## config.mk

```make
export PLATFORM = sky130hd
export DESIGN_NAME = sec_timer_top
export DESIGN_NICKNAME = d
export VERILOG_FILES = /design/src/rtl/sec_timer_pkg.sv /design/src/rtl/sec_run_sync.sv /design/src/rtl/sec_seg_drive.sv /design/src/rtl/sec_digit_count.sv /design/src/rtl/sec_timer_top.sv
export SDC_FILE = /design/constraint.sdc
export NUM_CORES = 1
export LEC_CHECK = 0
export BUFFER_PORTS_ARGS = -buffer_cell sky130_fd_sc_hd__buf_2
export CAP_MARGIN = 20
export CORE_ASPECT_RATIO = 1.25
export CORE_MARGIN = 2
export CORE_UTILIZATION = 43
export DETAILED_ROUTE_END_ITERATION = 7
export HOLD_SLACK_MARGIN = 0.08
export PLACE_DENSITY_LB_ADDON = 0.3
export SYNTH_ARGS = -nofsm -noshare
export SYNTH_HDL_FRONTEND = slang
export SYNTH_SLANG_ARGS = --single-unit
```

## constraint.sdc

```tcl
create_clock -name clk -period 2.25 [get_ports clk]
set_input_delay 0.3375 -clock clk [delete_from_list [all_inputs] [get_ports clk]]
set_output_delay 0.3375 -clock clk [all_outputs]
set_load 0.01 [all_outputs]
```

## src/rtl/sec_timer_pkg.sv

```systemverilog
package sec_timer_pkg;
  localparam int UNITS_W = 4;
  localparam int TENS_W  = 3;
  localparam int SEG_W   = 7;
  localparam int UNITS_MAX = 9;
  localparam int TENS_LIMIT = 6;

  function automatic logic [SEG_W-1:0] glyph(input logic [UNITS_W-1:0] d);
    logic [SEG_W-1:0] s;
    case (d)
      4'd0: s = 7'h3F;
      4'd1: s = 7'h06;
      4'd2: s = 7'h5B;
      4'd3: s = 7'h4F;
      4'd4: s = 7'h66;
      4'd5: s = 7'h6D;
      4'd6: s = 7'h7D;
      4'd7: s = 7'h07;
      4'd8: s = 7'h7F;
      4'd9: s = 7'h6F;
      default: s = 7'h00;
    endcase
    return s;
  endfunction

  function automatic logic [UNITS_W-1:0] units_next(input logic [UNITS_W-1:0] u);
    return (u >= UNITS_W'(UNITS_MAX)) ? '0 : u + 1'b1;
  endfunction
endpackage

```

## src/rtl/sec_run_sync.sv

```systemverilog
module sec_run_sync #(
  parameter int STAGES = 2
) (
  input  logic clk,
  input  logic rst_n,
  input  logic din,
  output logic dout
);
  logic [STAGES-1:0] sh;
  always_ff @(posedge clk or negedge rst_n) begin
    if (!rst_n) sh <= '0;
    else        sh <= {sh[STAGES-2:0], din};
  end
  assign dout = sh[STAGES-1];
endmodule

```

## src/rtl/sec_seg_drive.sv

```systemverilog
module sec_seg_drive
  import sec_timer_pkg::*;
(
  input  logic [UNITS_W-1:0] digit,
  input  logic               inv,
  output logic [SEG_W-1:0]   seg
);
  always_comb seg = inv ? ~glyph(digit) : glyph(digit);
endmodule

```

## src/rtl/sec_digit_count.sv

```systemverilog
module sec_digit_count
  import sec_timer_pkg::*;
(
  input  logic               clk,
  input  logic               rst_n,
  input  logic               clr,
  input  logic               tick,
  input  logic               wrap_sel,
  output logic [UNITS_W-1:0] units,
  output logic [TENS_W-1:0]  tens,
  output logic               frozen,
  output logic               adv,
  output logic               carry
);
  logic at_limit;
  assign at_limit = (tens == TENS_W'(TENS_LIMIT));
  assign frozen   = at_limit && !wrap_sel;
  assign adv      = tick && !clr && !frozen;
  assign carry    = adv && (units == UNITS_W'(UNITS_MAX));

  always_ff @(posedge clk or negedge rst_n) begin
    if (!rst_n) begin
      units <= '0;
      tens  <= '0;
    end else if (clr) begin
      units <= '0;
      tens  <= '0;
    end else if (adv) begin
      units <= units_next(units);
      if (carry) begin
        if (wrap_sel && tens == TENS_W'(TENS_LIMIT-1)) tens <= '0;
        else                                           tens <= tens + 1'b1;
      end
    end
  end
endmodule

```

## src/rtl/sec_timer_top.sv

```systemverilog
module sec_timer_top
  import sec_timer_pkg::*;
(
  input  logic               clk,
  input  logic               rst_n,
  input  logic               sec_tick,
  input  logic               run_n,
  input  logic               wrap_mode,
  input  logic               seg_inv,
  output logic [UNITS_W-1:0] units_val,
  output logic [TENS_W-1:0]  tens_val,
  output logic [SEG_W-1:0]   units_seg,
  output logic [SEG_W-1:0]   tens_seg,
  output logic               halted
);
  logic run_s, clr, wrap_q, adv, carry, frozen;
  logic [UNITS_W-1:0] tens_ext;

  sec_run_sync #(.STAGES(2)) u_sync (.clk(clk), .rst_n(rst_n), .din(run_n), .dout(run_s));
  assign clr = !run_s;

  always_ff @(posedge clk or negedge rst_n) begin
    if (!rst_n)   wrap_q <= 1'b1;
    else if (clr) wrap_q <= wrap_mode;
  end

  sec_digit_count u_cnt (
    .clk(clk), .rst_n(rst_n), .clr(clr), .tick(sec_tick), .wrap_sel(wrap_q),
    .units(units_val), .tens(tens_val), .frozen(frozen), .adv(adv), .carry(carry));

  assign halted   = frozen && !clr;
  assign tens_ext = {1'b0, tens_val};

  sec_seg_drive u_seg_u (.digit(units_val), .inv(seg_inv), .seg(units_seg));
  sec_seg_drive u_seg_t (.digit(tens_ext),  .inv(seg_inv), .seg(tens_seg));
endmodule

```

Yosys cells after proc, flatten, opt, wreduce, memory -nomap -nowiden

Memory sizes are Yosys's and may differ from the RTL's.
Cells that the tools add are included.

$lt $le $gt $ge: 1
Bitwise logic cells: 2
Muxes and demuxes: 9
Add/subtract/negate cells: 2
Reduce and logical (&&, ||, !) cells: 9
Eq/ne operators: 5

Operators with widths:

| kind                  | count |
|---|---|
| $mux W7               | 2 |
| $not A7 Y7            | 2 |
| $mux W3               | 4 |
| $mux W4               | 3 |
| $eq A3 B3 Y1 const B  | 2 |
| $logic_and A1 B1 Y1   | 6 |
| $add A4 B1 Y4 const B | 1 |
| $eq A4 B4 Y1 const B  | 1 |
| $ge A4 B4 Y1 const B  | 1 |
| $add A3 B1 Y3 const B | 1 |
| $logic_not A1 Y1      | 2 |
| $ne A2 B1 Y1 const B  | 1 |
| $ne A2 B2 Y1 const B  | 1 |
| $reduce_and A2 Y1     | 1 |

Register bits: 10
Input port bits: 6
Output and inout bits: 22
Word-level logic and storage cells: 36
ROM bits: 448
Memories kept: 4

Memories:

| name            | words | width | rd ports | clocked after memory_dff | write ports | line                | RTL |
|---|---|---|---|---|---|---|---|
| (no name shown) | 16    | 7     | 1        | 0                        | 0           | sec_timer_pkg.sv:10 | `case (d)` |
| (no name shown) | 16    | 7     | 1        | 0                        | 0           | sec_timer_pkg.sv:10 |  |
| (no name shown) | 16    | 7     | 1        | 0                        | 0           | sec_timer_pkg.sv:10 |  |
| (no name shown) | 16    | 7     | 1        | 0                        | 0           | sec_timer_pkg.sv:10 |  |

Logic depth before layout (Yosys ltp)

Gate-level depths: netlist of the first run.

Depth after elaboration: 8
Mapped depth: 6
Depth with buffers taken out: 6

Cells and area by module

A second synthesis of the first run with hierarchy kept.

Cell total of the unflattened synthesis: 140
Area, all modules: 1300.0 µm²

By module, submodules not included:

| module          | area each (µm²) | cells each | times used | sequential area each (µm²) |
|---|---|---|---|---|
| sec_seg_drive   | 326.6           | 40         | 2          | 0.0 |
| sec_digit_count | 540.5           | 53         | 1          | 175.2 |
| sec_timer_top   | 56.3            | 5          | 1          | 26.3 |
| sec_run_sync    | 50.0            | 2          | 1          | 50.0 |

Worst setup path before layout of the first run

Ideal clock, no wire load.

Path kind: reg2reg
Start point: register u_cnt.units[1]
End point: register u_cnt.units[2]
Stages on the path, launching flop included: 7
Data required time: 2.172 ns
Path buffers: 0
Period minus slack after synthesis: 1.745 ns
Data arrival time: 1.667 ns
Setup slack: 0.505 ns
Setup time: 0.078 ns
Cell sequence: dfrtp_1 inv_1 ha_1 and4bb_1 o211ai_1 or3b_1 a21boi_1

Word-level cells in the longest chain between the ends: 4
Elaborated cells on any way between the ends: 5
Those cells by class: add/sub (1); order compare (1); mux (3)

Ends and longest elaborated chain:

| element                                              | line                  | RTL |
|---|---|---|
| from (decl)                                          | sec_digit_count.sv:9  | `output logic [UNITS_W-1:0] units,` |
| from (signal assigned)                               | sec_digit_count.sv:29 | `units <= units_next(units);` |
| $add A4 B1 Y4 / $ge A4 B4 Y1 (equally long branches) | sec_timer_pkg.sv:27   | `return (u >= UNITS_W'(UNITS_MAX)) ? '0 : u + 1'b1;` |
| $mux W4 (*)                                          | sec_timer_pkg.sv:27   |  |
| $mux W4 (*)                                          | sec_digit_count.sv:28 | `end else if (adv) begin` |
| $mux W4 (*)                                          | sec_digit_count.sv:25 | `end else if (clr) begin` |

Mark *: on every way between the ends. The rest lies on a longest branch, timed or not. The select of a mux whose other input is x is not followed.
A chain may end at the register's enable or synchronous reset.

Worst setup path after layout of the first run

Start point: register u_cnt.units[0]
End point: output port units_seg[3]

Word-level cells in the longest chain between the ends: 3
Elaborated cells on any way between the ends: 4
Those cells by class: mux (1); bitwise (1); memory (2)

Ends and longest elaborated chain:

| element        | line                | RTL |
|---|---|---|
| $mem_v2 Z16 W7 | n/a                 |  |
| $not A7 Y7     | sec_seg_drive.sv:8  | `always_comb seg = inv ? ~glyph(digit) : glyph(digit);` |
| $mux W7 (*)    | sec_seg_drive.sv:8  |  |
| to (decl)      | sec_timer_top.sv:12 | `output logic [SEG_W-1:0] units_seg,` |

Mark *: on every way between the ends. The rest lies on a longest branch, timed or not.

==> out/qor.yml, run 1 <==
status: "completed"
syn_area_per_cell_um2: 8.77
fin_skew_ps: 1.83
synth_area_um2: 930
finalSetupTns_ps: 0
yosysTopAreaCellShare: 0.242
die-height_um: 56.0
p_sw_mw: 0.174
fin_crit_sh: 0.910
finalCriticalPeriod_ps: 2050
first_global_vias: 726
synth.area.top_cells: "dfrtp_1 24%, ha_1 16%, xor2_1 8.5%"
grt_pass1_wl_um: 3030
leakage_nw: 0.524
cts_buffers: 3
switching_share: 0.317
wl_per_cell_um: 11.7
ant_nets: 0
worstSkewPairLatency_ps: 260
netlist_instances: 106
synth.yosys.warnings: 0
end_kind: "primary output"
drt_first_pass_iters: 3
dp.cells: 147
post_cts_buffers: 0
p_comb_frac: 0.336
setup.worst_path.start_class: "flop"
num_rows: 18
yosysSeqAreaShare: 0.271
cts_tree: "done"
antenna_found_initial: 0
p_int_mw: 0.375
areaGrowthSynthToFinish_pct: 19.5
synth_cell_type_count: 34
post-route-util: 0.554
totalWireLength_um: 1780
htree_levels: 1
worstMarginPinSlew_ps: 434
p_seq_frac: 0.381
grt_max_degree: 16
pwr-share-clk: 0.283
port-buffer-count: 27
path_class: "flop to primary output"
hold_viol: 0
detail_route.vias_per_cell: 5.25
cap_violations: 0
io_pins: 28
dp_hpwl_um: 1430
syn_nets: 124
grt_overflow: 0
place_area_um2: 1060
cp_max_fo: 8
start_util: 0.464
max-vdd-ir-drop_uv: 403
maxSlewViolCount: 0
final_cells: 152
fillers: 188
required_ps: 1910
fin_area_um2: 1110
fmax_mhz: 488
vias: 798
clk_path_buf_depth: 2
antenna_cells: 0
yosys.area.top_type: "dfrtp_1"
remaining_drc_errors: 0
relSlewSlack: 0.710
ys_seq_elements: 10
fin_nets: 151
power_mw: 0.549
drtIter0Drc: 4
worstHoldPathType: "primary input to flop"
clk_pin_slew_ps: 60
fp.dieW_um: 45.6
power.density_nw_per_um2: 494
clkSinkCount: 10
gp_congestion: 0.813
cts_root_buf: "clkbuf_4"
grt_setup_unrepaired: "false"
layout-drive-gt1-share: 0.265
grt.total_usage: 0.154
finalSetupViolCount: 0
worst_ep_arrival_time_ps: 1710
r2r_slack_ps: 490
core-area_um2: 2000
dieArea_um2: 2550
-- final cells by class --
class | count | area, um2 | share of cell area
multi-input combinational | 82 | 622 | 0.560
sequential | 10 | 253 | 0.227
timing repair buffer | 28 | 145 | 0.131
tap | 20 | 25.0 | 0.0225
inverter | 8 | 30.0 | 0.0270
clock buffer | 4 | 36.3 | 0.0327
-- worst paths after layout --
check,start,end,cells after the start
max reg2reg,u_cnt.tens[0],u_cnt.tens[2],6
min in group asynchronous,rst_n,u_sync.sh[0],2
max,u_cnt.units[0],units_seg[3],6
max in group asynchronous,rst_n,wrap_q,2
min,run_n,u_sync.sh[0],1
min reg2reg,u_sync.sh[0],u_sync.sh[1],0
-- logic make-up (layout without fill, tap and decap cells) --
| kind of cell | Yosys count | after routing | synth area share |
|---|---|---|---|
| mux | 2 | 2 | 0.0229 |
| fa+ha+maj | 12 | 12 | 0.162 |
| compound gates | 26 | 26 | 0.179 |
| flops | 10 | 10 | 0.271 |
| simple gates | 27 | 27 | 0.164 |
| buf+inv | 14 | 40 | 0.0606 |
| xor+xnor | 15 | 15 | 0.141 |
-- cells in the final DEF, fill, tap and decap left out, drive strengths merged, types with 2 or more instances in the layout --
| master | instances |
|---|---|
| clkbuf | 4 |
| nand2b | 2 |
| and3 | 2 |
| a21boi | 3 |
| nand2 | 5 |
| nand3b | 2 |
| o21ai | 8 |
| nor2b | 2 |
| inv | 8 |
| o22ai | 6 |
| o21a | 2 |
| xnor2 | 6 |
| xor2 | 9 |
| buf | 27 |
| nor2 | 7 |
| ha | 12 |
| dfrtp | 9 |
| a21oi | 2 |
-- per-stage QoR --
stage	hold slack [ps]	setup slack, ps
floorplan	41.9	505
global placement	206	500
detailed placement	206	425
CTS	172	133
global route	165	30.3
finish	183	202
-- layer usage --
metal  GRT usage  share of wire  vias up
met1       0.198           0.46      359
met5           0              0        -
met2       0.243           0.50       22
met3      0.0162          0.042        2
li1            -              -      415
met4      0.0798         0.0051        0
-- synth_stat cells --
master	number
a21boi_0	2
a21boi_1	1
a21oi_1	2
a221oi_1	1
a31o_2	1
a31oi_1	1
a32o_1	1
and2_1	1
and3_1	2
and3b_1	1
and4bb_1	1
buf_2	3
clkbuf_1	3
dfrtp_1	9
dfstp_2	1
ha_1	12
inv_1	8
mux2_2	1
mux2i_1	1
nand2_1	5
nand2b_1	2
nand3_1	1
nand3b_1	2
nand4b_1	1
nor2_1	7
nor2b_1	2
nor3_1	1
o211ai_1	1
o21a_1	2
o21ai_0	8
o22ai_1	6
or3b_1	1
xnor2_1	6
xor2_1	9
-- worst max-delay path: stages, from the launching register on --
cell and delay (ps):
dfrtp_1 470, inv_1 130, ha_1 310, inv_1 60, o22ai_1 190, xor2_1 150
buf_2 140
-- repair_timing --
action                                 in CTS  in global routing
endpoints found under the hold margin       9                  0
resized for setup                           0                  1
setup endpoints to repair                   0                  1
hold buffers                                1                  0
-- registers in the layout, summed over array words and instances (netlist names) --
signal	cells
u_cnt.units	4
wrap_q	1
u_cnt.tens	3
u_sync.sh	2
-- power by group through the flow --
stage | sequential [mW] | clock (mW) | combinational, mW
floorplan | 0.209 | 0 | 0.125
finish | 0.209 | 0.155 | 0.185
global placement | 0.211 | 0 | 0.181
global route | 0.212 | 0.169 | 0.206
CTS | 0.209 | 0.162 | 0.188
detailed placement | 0.212 | 0 | 0.185
Power figures use the tool's default switching activity.
==> run 2: changes to the inputs <==
--- a/config.mk
+++ b/config.mk
@@ -5,12 +5,12 @@
 export SDC_FILE = /design/constraint.sdc
 export NUM_CORES = 1
 export LEC_CHECK = 0
-export BUFFER_PORTS_ARGS = -buffer_cell sky130_fd_sc_hd__buf_2
 export CAP_MARGIN = 20
 export CORE_ASPECT_RATIO = 1.25
 export CORE_MARGIN = 2
 export CORE_UTILIZATION = 43
 export DETAILED_ROUTE_END_ITERATION = 7
+export DONT_BUFFER_PORTS = 1
 export HOLD_SLACK_MARGIN = 0.08
 export PLACE_DENSITY_LB_ADDON = 0.3
 export SYNTH_ARGS = -nofsm -noshare
==> run 2 against run 1 <==
- wire length decreased by 3.1%
- critical endpoint is now units_seg[5]
- flip-flop and latch count did not move
- sequential share of layout area rose by 3.2 points
- power down 7.8%
- highest routed layer unchanged
- largest cell class unchanged
- first-iteration DRC count grew to 5.5 times the previous value
- final area is 12% lower
- critical path type unchanged
- register-to-register slack worse by 100 ps
- setup slack worse by 13 ps
- critical path depth stayed put
- combinational power shrank 26%
==> out/qor.yml, run 2 (synthesis gave the netlist of run 1 again) <==
status: "completed"
num_rows: 18  # unchanged
path_class: "flop to primary output"
cts_root_buf: "clkbuf_4"
drtIter0Drc: 22  # +18
crit_chain: "inv_1 -> ha_1 -> inv_1 -> o21a_1 -> o22ai_1 -> xor2_1"
critPathBufInv: 2  # -1
grt_overflow: 0  # unchanged
largest_reg_flops: 4  # unchanged
dr_wl_met3_um: 116  # +57%
p_comb_frac: 0.271  # -0.065
worstHoldStart: "run_n"
cts_buffers: 3  # unchanged
pwr-share-clk: 0.306  # +0.023
regMostFlops: "u_cnt.units"
setup.worst_path.start_class: "flop"
fin_crit_sh: 0.916  # +0.00558
finalCriticalPeriod_ps: 2060  # +12.6 ps
start_util: 0.464  # unchanged
core-area_um2: 2000  # unchanged
r2r_cells: 6  # unchanged
die-height_um: 56.0  # unchanged
post_cts_buffers: 0  # unchanged
reg_top3: "u_cnt.units (4), u_cnt.tens (3), u_sync.sh (2)"
worstSkewPairLatency_ps: 260  # about the same
detail_route.vias_per_cell: 5.74  # +9.3%
finalSetupTns_ps: 0  # unchanged
htree_levels: 1  # unchanged
gp_congestion: 0.792  # -2.6%
worstMarginPinSlew_ps: 508  # +73.2 ps
antenna_found_initial: 0  # unchanged
cts_tree: "done"
dp_hpwl_um: 1350  # -5.3%
hold_path_end: "u_sync.sh[0]"
relSlewSlack: 0.662  # -0.0488
grt_pass1_wl_um: 2890  # -4.6%
r2r_end: "u_cnt.tens[2]"
end_kind: "primary output"
hold_viol: 0  # unchanged
required_ps: 1910  # about the same
mostFrequentLayoutCells: "12 x ha_1, 9 x xor2_1, 8 x inv_1, 8 x o21ai_0"
dr_wl_met2_um: 859  # -2.8%
grt_setup_unrepaired: "false"
grt.total_usage: 0.148  # -0.00634
worstHoldPathType: "primary input to flop"
clk_pin_slew_ps: 60  # about the same
cpPeakStageDelay_ps: 490  # +20 ps
worst_ep_arrival_time_ps: 1720  # about the same
fin_skew_ps: 4.18  # +2.35 ps
grt_max_degree: 16  # unchanged
max-vdd-ir-drop_uv: 378  # -6.2%
fin_nets: 124  # -18%
switching_share: 0.315  # -0.00166
remaining_drc_errors: 0  # unchanged
areaGrowthSynthToFinish_pct: 5.11
antenna_cells: 0  # unchanged
cap_violations: 0  # unchanged
whs_path_depth: 0  # -1
vias: 717  # -10%
worst-path-stages: 6  # unchanged
layout-drive-gt1-share: 0.0857  # -0.179
maxSlewViolCount: 0  # unchanged
leakage_nw: 0.404  # -23%
wl_per_cell_um: 13.8  # +18%
dieArea_um2: 2550  # unchanged
crit_top_cell: "inv_1"
r2r_slack_ps: 390  # -100 ps
p_int_mw: 0.347  # -7.5%
io_pins: 28  # unchanged
top_layer: "met4"
first_global_vias: 672  # -7.4%
regToRegStartpoint: "u_cnt.tens[0]"
clkSinkCount: 10  # unchanged
drt_first_pass_iters: 4  # +1
cp_slowest_cell: "dfrtp_2"
clk_path_buf_depth: 2  # unchanged
cp_max_fo: 9  # +1
hold_slack_ps: 102  # -80.9 ps
p_sw_mw: 0.160  # -8.2%
ant_nets: 0  # unchanged
fp.dieW_um: 45.6  # unchanged
finalSetupViolCount: 0  # unchanged
path_delay_family: "flip-flops"
mostFrequentLayoutCell: "ha_1"
power.density_nw_per_um2: 518  # +4.9%
port-buffer-count: 0  # -100%
totalWireLength_um: 1730  # -3.1%
p_seq_frac: 0.423  # +0.042
fmax_mhz: 485  # -0.61%
m1WireLength_um: 736  # -9.4%
setup.worst_path.start: "u_cnt.units[1]"
==> run 2: cell count changes in the layout (fill, tap and decap cells not counted) <==
cell | previous run | this run
dfrtp_1 | 8 | 7
dfrtp_2 | 1 | 2
buf_2 | 27 | 0
==> run 2: worst max path at each step <==
stage,to,slack (ps)
after floorplan,u_cnt.units[2],510
final,units_seg[5],190
after global placement,u_cnt.units[2],420
after CTS,units_seg[3],90
after detailed placement,u_cnt.units[2],360
after global routing,units_seg[3],60
==> run 2: final cells by class <==
class	count	area (um2)
Multi-Input combinational cell	82	622
Tap cell	20	25.0
Clock buffer	4	36.3
Sequential cell	10	254
Timing Repair Buffer	1	10.0
Fill cell	191	1030
Inverter	8	30.0
==> run 2: worst register-to-register path, stage by stage, from the launching register on <==
cell	delay (ps)
dfrtp_1	500
inv_1	130
ha_1	250
and3b_1	220
nor2_1	230
o21ai_0	140
a32o_1	280
==> run 2: what timing repair did <==
action	CTS	global route
setup endpoints to repair	0	1
resized for setup	0	2
hold buffers	1	0
endpoints found under the hold margin	10	0
==> run 2: power by group through the flow <==
stage | combinational, mW | sequential (mW) | clock, mW
finish | 0.137 | 0.214 | 0.155
global route | 0.154 | 0.217 | 0.172
CTS | 0.139 | 0.213 | 0.166
detailed placement | 0.134 | 0.216 | 0
global placement | 0.132 | 0.215 | 0
floorplan | 0.125 | 0.209 | 0
==> run 2: through the flow <==
stage	utilization	cell area (um2)	instances	total power, mW	worst slack [ps]
3_3_place_gp	0.463	928	120	0.347	416
6_report	0.488	977	125	0.507	190
3_5_place_dp	0.463	928	120	0.350	364
2_1_floorplan	-	930	106	0.333	505
4_1_cts	0.486	975	125	0.518	90.2
5_1_grt	0.488	977	125	0.543	64.9
==> run 2: layer usage <==
metal | up-vias | global-route usage
li1 | 361 | -
met4 | 0 | 0.0798
met2 | 26 | 0.229
met3 | 2 | 0.0260
met1 | 328 | 0.186
met5 | - | 0
==> run 3: changes to the inputs <==
--- a/config.mk
+++ b/config.mk
@@ -12,6 +12,7 @@
 export DETAILED_ROUTE_END_ITERATION = 7
 export DONT_BUFFER_PORTS = 1
 export HOLD_SLACK_MARGIN = 0.08
+export MAX_ROUTING_LAYER = met4
 export PLACE_DENSITY_LB_ADDON = 0.3
 export SYNTH_ARGS = -nofsm -noshare
 export SYNTH_HDL_FRONTEND = slang
==> run 3 against run 2 <==
- register-to-register slack barely moved
- first-iteration DRC count did not move
- setup slack barely moved
- power barely moved
- critical path type unchanged
- non-clock buffer count did not move
- sequential power barely moved
- global-route usage rose by 0.38 points
- via count did not move
- final area did not move
- clock-buffer cell count did not move
==> out/qor.yml, run 3 (synthesis gave the netlist of run 1 again) <==
status: "completed"
finalCriticalPeriod_ps: 2060  # -0.0260 ps
clk_path_buf_depth: 2  # unchanged
regMostFlops: "u_cnt.units"
place_area_um2: 928  # unchanged
path_class: "flop to primary output"
max-vdd-ir-drop_uv: 378  # unchanged
power.density_nw_per_um2: 518  # about the same
clk_pin_slew_ps: 60  # about the same
end_kind: "primary output"
totalWireLength_um: 1720  # about the same
p_comb_frac: 0.271  # about the same
hold_viol: 0  # unchanged
detail_route.vias_per_cell: 5.74  # unchanged
fin_crit_sh: 0.916  # about the same
htree_levels: 1  # unchanged
start_util: 0.464  # unchanged
drtIter0Drc: 22  # unchanged
grt_pass1_wl_um: 2890  # unchanged
drt_first_pass_iters: 4  # unchanged
wl_per_cell_um: 13.8  # about the same
p_sw_mw: 0.160  # about the same
vias: 717  # unchanged
switching_share: 0.315  # about the same
cp_max_fo: 9  # unchanged
required_ps: 1910  # about the same
worstMarginPinSlew_ps: 508  # unchanged
post-route-util: 0.488  # unchanged
maxSlewViolCount: 0  # unchanged
remaining_drc_errors: 0  # unchanged
grt.total_usage: 0.151  # +0.00384
crit_chain: "inv_1 -> ha_1 -> inv_1 -> o21a_1 -> o22ai_1 -> xor2_1"
relSlewSlack: 0.662  # unchanged
cts_tree: "done"
grt_overflow: 0  # unchanged
crit_top_cell: "inv_1"
reg_top3: "u_cnt.units (4), u_cnt.tens (3), u_sync.sh (2)"
num_rows: 18  # unchanged
fmax_mhz: 485  # about the same
grt_max_degree: 16  # unchanged
clkSinkCount: 10  # unchanged
worstHoldPathType: "primary input to flop"
p_int_mw: 0.347  # about the same
antenna_cells: 0  # unchanged
cts_buffers: 3  # unchanged
mostFrequentLayoutCell: "ha_1"
finalSetupViolCount: 0  # unchanged
finalSetupTns_ps: 0  # unchanged
grt_setup_unrepaired: "false"
pwr-share-clk: 0.306  # about the same
dp.cells: 120  # unchanged
fin_nets: 124  # unchanged
layout-drive-gt1-share: 0.0857  # unchanged
areaGrowthSynthToFinish_pct: 5.11  # unchanged
die-height_um: 56.0  # unchanged
hold_slack_ps: 102  # +0.0190 ps
largest_reg_flops: 4  # unchanged
fin_area_um2: 977  # unchanged
core-area_um2: 2000  # unchanged
setup.worst_path.start_class: "flop"
ant_nets: 0  # unchanged
worstSkewPairLatency_ps: 260  # about the same
io_pins: 28  # unchanged
gp_congestion: 0.803  # +1.4%
path_delay_family: "flip-flops"
fp.dieW_um: 45.6  # unchanged
worst_ep_arrival_time_ps: 1720  # about the same
leakage_nw: 0.404  # unchanged
post_cts_buffers: 0  # unchanged
mostFrequentLayoutCells: "12 x ha_1, 9 x xor2_1, 8 x inv_1, 8 x o21ai_0"
dieArea_um2: 2550  # unchanged
port-buffer-count: 0  # unchanged
cap_violations: 0  # unchanged
worst_slack_ps: 190  # +0.0260 ps
critPathBufInv: 2  # unchanged
cpPeakStageDelay_ps: 490  # about the same
cts_root_buf: "clkbuf_4"
cp_slowest_cell: "dfrtp_2"
power_mw: 0.507  # about the same
fin_skew_ps: 4.19  # +0.00349 ps
dp_hpwl_um: 1350  # unchanged
first_global_vias: 672  # unchanged
final_cells: 125  # unchanged
dp_slack_ps: 364  # unchanged
p_seq_frac: 0.423  # about the same
antenna_found_initial: 0  # unchanged
run 3: layout make-up:
class / instances / area (um2)
clock buffers: 4 / 36.3
fillers: 191 / 1030
inverters: 8 / 30.0
multi-input cells: 82 / 622
flip-flops and latches: 10 / 254
well taps: 20 / 25.0
repair buffers: 1 / 10.0
run 3: final timing paths:
path                                start       endpoint  slack, ps  depth (start not counted)
min                                 run_n   u_sync.sh[0]        100                          0
max reg2reg                 u_cnt.tens[0]  u_cnt.tens[2]        390                          6
max in group asynchronous           rst_n         wrap_q       1470                          1
max                        u_cnt.units[1]   units_seg[5]        190                          6
min in group asynchronous           rst_n  u_cnt.tens[1]        450                          1
min reg2reg                  u_sync.sh[0]   u_sync.sh[1]        350                          0
run 3: per-layer routing:
layer,routed length [um],vias to the layer above,share of wire,GRT usage
met3,116,2,0.067,0.0260
met1,735,328,0.43,0.186
met5,0,-,0,-
met2,858,26,0.50,0.229
met4,14,0,0.0081,0.0798
li1,-,361,-,-
run 3: power groups by stage:
stage                     sequential, mW  clock [mW]  combinational [mW]
after floorplan                    0.209           0               0.125
after global placement             0.215           0               0.132
after detailed placement           0.216           0               0.134
after CTS                          0.213       0.166               0.139
after global routing               0.217       0.172               0.154
final                              0.214       0.155               0.137
run 3: what timing repair did:
item	4_1_cts	5_1_grt
endpoints found under the hold margin	10	0
setup endpoints to repair	0	1
resized for setup	0	2
hold buffers	1	0
